File: src/rtl/wake_timer.sv
module wake_timer #(
  parameter int CNT_W = 16
) (
  input  logic             clk,
  input  logic             rst_n,
  input  logic             wr_en,
  input  logic             wr_sel,
  input  logic [CNT_W-1:0] wr_data,
  input  logic             tick,
  input  logic             stop_mode,
  input  logic             flag_clr,
  output logic [CNT_W-1:0] count,
  output logic             running,
  output logic             irq,
  output logic             wake_req
);

  localparam logic [CNT_W-1:0] ONE = CNT_W'(1);

  logic [CNT_W-1:0] interval_q, count_q;
  logic             run_q, flag_q;

  wire ivl_wr = wr_en & ~wr_sel;
  wire ctl_wr = wr_en & wr_sel;
  wire start  = ctl_wr & wr_data[0];
  wire halt   = ctl_wr & ~wr_data[0];
  wire step   = run_q & tick & ~ctl_wr;
  wire last   = step & (count_q <= ONE);

  always_ff @(posedge clk) begin
    if (!rst_n)      interval_q <= '0;
    else if (ivl_wr) interval_q <= wr_data;
  end

  always_ff @(posedge clk) begin
    if (!rst_n)     count_q <= '0;
    else if (start) count_q <= interval_q;
    else if (last)  count_q <= '0;
    else if (step)  count_q <= count_q - ONE;
  end

  always_ff @(posedge clk) begin
    if (!rst_n)             run_q <= 1'b0;
    else if (start)         run_q <= 1'b1;
    else if (halt || last)  run_q <= 1'b0;
  end

  always_ff @(posedge clk) begin
    if (!rst_n)        flag_q <= 1'b0;
    else if (last)     flag_q <= 1'b1;
    else if (flag_clr) flag_q <= 1'b0;
  end

  assign count    = count_q;
  assign running  = run_q;
  assign irq      = flag_q;
  assign wake_req = flag_q & stop_mode;


  start_load_chk: assert property (@(posedge clk) disable iff (!rst_n)
    start |=> (run_q && count_q == $past(interval_q)));


  dec_one_chk: assert property (@(posedge clk) disable iff (!rst_n)
    (step && count_q > ONE) |=> (count_q == $past(count_q) - ONE));


  idle_hold_chk: assert property (@(posedge clk) disable iff (!rst_n)
    (run_q && !tick && !ctl_wr) |=> $stable(count_q));


  halted_hold_chk: assert property (@(posedge clk) disable iff (!rst_n)
    (!run_q && !ctl_wr) |=> $stable(count_q));


  flag_rise_chk: assert property (@(posedge clk) disable iff (!rst_n)
    $rose(flag_q) |-> (!run_q && count_q == '0));


  flag_sticky_chk: assert property (@(posedge clk) disable iff (!rst_n)
    (flag_q && !flag_clr) |=> flag_q);


  wake_stop_chk: assert property (@(posedge clk) disable iff (!rst_n)
    wake_req |-> (stop_mode && irq));

endmodule

File: config.mk
export PLATFORM = sky130hd
export DESIGN_NAME = wake_timer
export DESIGN_NICKNAME = d
export VERILOG_FILES = /design/src/rtl/wake_timer.sv
export SDC_FILE = /design/constraint.sdc
export NUM_CORES = 1
export LEC_CHECK = 0
export BUFFER_PORTS_ARGS = -buffer_cell sky130_fd_sc_hd__buf_2
export CAP_MARGIN = 5
export CORE_MARGIN = 2
export CORE_UTILIZATION = 52
export CTS_CLUSTER_SIZE = 12
export DETAILED_ROUTE_END_ITERATION = 6
export PLACE_DENSITY = 0.79
export SLEW_MARGIN = 20
export SYNTH_ARGS = -nofsm -noshare
export SYNTH_HDL_FRONTEND = slang
export SYNTH_SLANG_ARGS = --single-unit
export TNS_END_PERCENT = 30
File: constraint.sdc
create_clock -name clk -period 2.65 [get_ports clk]
set_input_delay 0.1325 -clock clk [delete_from_list [all_inputs] [get_ports clk]]
set_output_delay 0.1325 -clock clk [all_outputs]
set_load 0.02 [all_outputs]
# Word-level counts from Yosys, hierarchy flattened

Index checks and enable logic that the tools add are counted.

Divide/modulo/power cells: 0
Add/sub/neg operators: 1
Reductions and logical operators: 4
Shift-type cells: 0
Multipliers: 0
$lt $le $gt $ge: 1
Multiplexer cells: 7
Bitwise gates (word level): 11
Equal/unequal tests: 0

Operators by type and width:

| operator                | count |
|---|---|
| $mux W16                | 3 |
| $le A16 B1 Y1 const B   | 1 |
| $sub A16 B1 Y16 const B | 1 |
| $and A1 B1 Y1           | 8 |
| $mux W1                 | 4 |
| $reduce_bool A2 Y1      | 2 |
| $not A1 Y1              | 3 |
| $reduce_bool A3 Y1      | 1 |
| $logic_or A1 B1 Y1      | 1 |

Register bits: 34
Memories: 0
Memory bits (read-only): 0
Latch bits: 0
Bits in writable memories: 0
Output and inout port bits: 19
Logic and storage cells: 28
Input bits: 23

# Longest topological paths before layout

Depth in word-level cells: 7
Gate-level depth with buffers: 8
Gate-level depth less buffers: 7

# Worst setup path before layout

OpenSTA, ideal clock, no wires.

Path kind: flip-flop to flip-flop
Start point: register count_q[4], in the netlist count[4]
End point: register count_q[15], in the netlist count[15]
Setup slack: 0.655 ns
Setup time: 0.074 ns
Period minus slack after synthesis: 1.995 ns
Data required time: 2.576 ns
Cell stages (with the launch flop): 6
Arrival: 1.920 ns
Buffers on the path: 0
Path through: dfxtp_1 > or4_4 > nor3_4 > nand3_2 > or4b_1 > a31oi_1

Cells in the longest elaborated chain, start to end: 4

Ends and longest elaborated chain:

| what                                             | RTL line | text |
|---|---|---|
| from (decl)                                      | 20       | `logic [CNT_W-1:0] interval_q, count_q;` |
| from (signal assigned)                           | 37       | `else if (start) count_q <= interval_q;` |
| from (signal assigned)                           | 39       | `else if (step) count_q <= count_q - ONE;` |
| $sub A16 B1 Y16 or $le A16 B1 Y1 (tied branches) | 39, 28   |  |
| $mux W16 or $and A1 B1 Y1 (tied branches)        | 39, 28   |  |
| $mux W16                                         | 38       | `else if (last) count_q <= '0;` |
| $mux W16                                         | 37       |  |

Several ways; a longest one is shown, not always the timed one. The select of a mux whose other input is x is not followed.
A chain may end at the register's enable or synchronous reset.

# Worst setup path in the final report

Ends and elaborated chain as after synthesis.

==> reports/summary.md <==
The worst setup path is launched from a flop. Setup violations remaining at the end of the flow were counted as 0. Counting every sink on the clock net gives 34. Counting instances, the worst hold path has a depth of 3.

The floorplan row count was 20; the post-synthesis average cell area was 7.78 um2. The worst setup path is captured at a flop. The run gives 0 as the overflow left after global routing. The final critical path takes up 80.3% of the cycle. The synthesized design contains 0 enable-type register cells. For this configuration, the core starts out at a cell density of 54.5%. Broken down by cell family, the worst path's largest delay share belongs to simple AND/OR/NAND/NOR gates. The worst flop-to-flop path endpoint was count[15]. The worst-case IR drop observed on VDD is 0.333 mV.

Across the run, the number of max-cap violations was 0. For the antenna cell count, the log shows 0. For the half-perimeter wire length after placement, the log shows 2930 um. The run gives 1505 as the number of global-route vias before repair. Synthesis handed over a netlist of 212 instances.

Across all hold checks on the routed design, the worst slack comes to 0.000485 ns. Counting distinct cell types in the post-synthesis netlist gives 40. The vias after detailed routing was 1676; the clock transition at the registers of the reported paths was 0.10 ns. The top fanout value on the critical path is 9, and the largest buffer count on any clock path is 2. The critical path contains buffers and inverters numbering 0 combined. The aggregate negative setup slack came out at 0 ns. Setup repair after global routing left no endpoint under its margin. The pin count of the biggest net entering global routing is 30, and the fraction of registers with async set or reset after synthesis is 0%.

From bottom edge to top edge, the die measures 60.3 um. At the worst endpoint, the arrival time is 2.40 ns. Of the synthesized area, sequential elements account for 41.2%.

The synthesized design devotes to its leading area cell type 41.2% of total area. Terminating pin of the worst hold path: interval_q[1]. Type of the setup path with the least slack: reg2reg. The congestion estimate from routability-driven global placement came to 0.887.

Across every metal layer, demand over resource in global routing totals 25.8%. The setup slack of the most critical reg-to-reg path came out at 0.52 ns. The slowest cell on the critical path is or4_4. The flow ran to the end, and the final reports show no timing, DRC or antenna violations.

Timing would allow up to 470 MHz. The post-detailed-route count of antenna-violating nets was 0. The cell type contributing the most total cell area after synthesis was dfxtp_1. The run gives 0 as the hold buffer count at CTS. The launch point of the worst reg-to-reg path is count[4]. After layout, the design draws a total of 1.07 mW. The die covers 3640 um2. The shortest clock period the worst path allows after layout was 2.13 ns. In this run, CTS created clock tree buffers numbering 5. The initial antenna violation count is 0, and the x dimension of the die is 60.3 um.

The actual slew at the worst max-slew pin is 0.973 ns, and the area of the placeable core is 3030 um2. The level count of the clock H-tree was 2. The clock root buffer is clkbuf_4. The critical path starts at count[4].

During I/O placement, the number of pins put on the boundary was 42. The share of post-route cells with drive strength above 1 was 22.7%; the max-slew headroom at the worst pin was 35.1%. The area added between synthesis and finish is 17.3%.

The via count normalized by instance count works out to 5.68. The number of hold violations in the final report was 0. Sum of routed wire length over all layers: 4090 um.

For this design the static power due to leakage is 0.802 nW. For this run, the post-layout net count is 276. TritonCTS built the clock tree. The number of DRC markers in iteration 0 came out at 79. The number of synthesized register bits came out at 34.

Walking the worst path, the cells encountered are or4_4 > nor3_4 > nand3_2 > or4b_1 > a31oi_1. The count of instances resized after the clock tree is built is 0. Among all flip-flop cells after synthesis, the most frequent one is dfxtp_1. Counting every net in the synthesized netlist gives 237. In this run the post-CTS setup repair buffer count came out at 0. The count of buffers from port buffering is 41, and the wire length of the first global-routing pass is 6870 um.

Ranked by total cell area, the synthesized netlist is headed by dfxtp_1 41%, nand2_1 9.3%, a21oi_1 8.8%. The run gives 0 as the max-slew violation count. The worst hold path begins at wr_data[1]. The tools report the cell area after technology mapping as 1650 um2.

The path class of the tightest hold or removal check is in2reg. The required arrival time at the worst endpoint was 2.93 ns. The number of remaining DRC errors was 0; the number of warnings issued by yosys was 0.

The largest single stage delay on the critical path is 0.60 ns. The logs give 0.0111 ns for the largest clock skew in the final design and 0.35 ns for the clock insertion delay at the later pin of the skew report. In the final routed layout, each cell accounts on average for 13.9 um.

The first detailed-routing pass ran for 5 iterations. The logic depth of the worst register-to-register path is 5. Power per standard cell area: 551 nW/um2.
## per-layer routing
metal | global-route usage [%] | part of all wire (%)
met1 | 36.0 | 45
met2 | 39.0 | 44
met3 | 5.76 | 8.8
met4 | 10.5 | 1.9
met5 | 0 | 0
## synthesized netlist by cell type (3+ instances only)
cell / count
nor2_1: 10
nand2_1: 41
a31oi_1: 6
a222oi_1: 3
or4_1: 4
or3_1: 4
o21ai_0: 11
clkbuf_1: 11
nand3_1: 10
inv_1: 5
nor4_1: 3
nor3_1: 6
dfxtp_1: 34
o311ai_0: 3
a22oi_1: 3
a21oi_1: 29
## logic make-up after synthesis
logic type / synth area share [%]
simple gates: 29.1
compound gates: 22.1
flops: 41.2
buf+inv: 3.87
xor+xnor: 1.59
fa+ha+maj: 1.52
mux: 0.607
## how the worst max path moves through the flow
stage / end / slack, ns / depth (start not counted)
after global routing: count[11] / 0.43 / 5
after global placement: count[15] / 0.58 / 5
after CTS: count[15] / 0.53 / 5
after floorplan: count[15] / 0.66 / 5
final: count[15] / 0.52 / 5
after detailed placement: count[15] / 0.57 / 5
## cell usage in the layout (no fill, tap or decap), drive strengths merged, types with 5 or more instances in the layout
cell / instances
a21oi: 29
nor3: 7
nand2: 41
a31oi: 6
or3: 5
o21ai: 11
nor2: 10
clkbuf: 5
dfxtp: 34
or4: 7
buf: 44
inv: 5
nand3: 11
## layout make-up
cell class | count | area [um2]
fill | 283 | 1090
multi-input combinational | 161 | 906
sequential | 34 | 681
timing repair buffer | 44 | 228
tap | 44 | 55.1
clock buffer | 5 | 37.5
inverter | 5 | 18.8
clock inverter | 2 | 10.0
## power by group
group	internal, mW	switching [mW]
Clock	0.0951	0.176
Combinational	0.0885	0.147
Sequential	0.535	0.0251
Total	0.718	0.347
## worst min-delay path: stages
cell	delay, ns
buf_2	0.09
nand2_1	0.04
a21oi_1	0.05
## metrics by stage
stage | utilization [%] | area, um2 | setup WS [ns] | instances
floorplan | - | 1650 | 0.655 | 212
global placement | 62.4 | 1890 | 0.581 | 288
detailed placement | 62.4 | 1890 | 0.566 | 288
CTS | 63.9 | 1940 | 0.534 | 295
global route | 63.9 | 1940 | 0.430 | 295
finish | 63.9 | 1940 | 0.523 | 295
## sequential cells by signal (all words and copies together) (netlist names)
signal,cells
count,16
interval_q,16
irq,1
running,1
(Power assumes the default switching activity.)
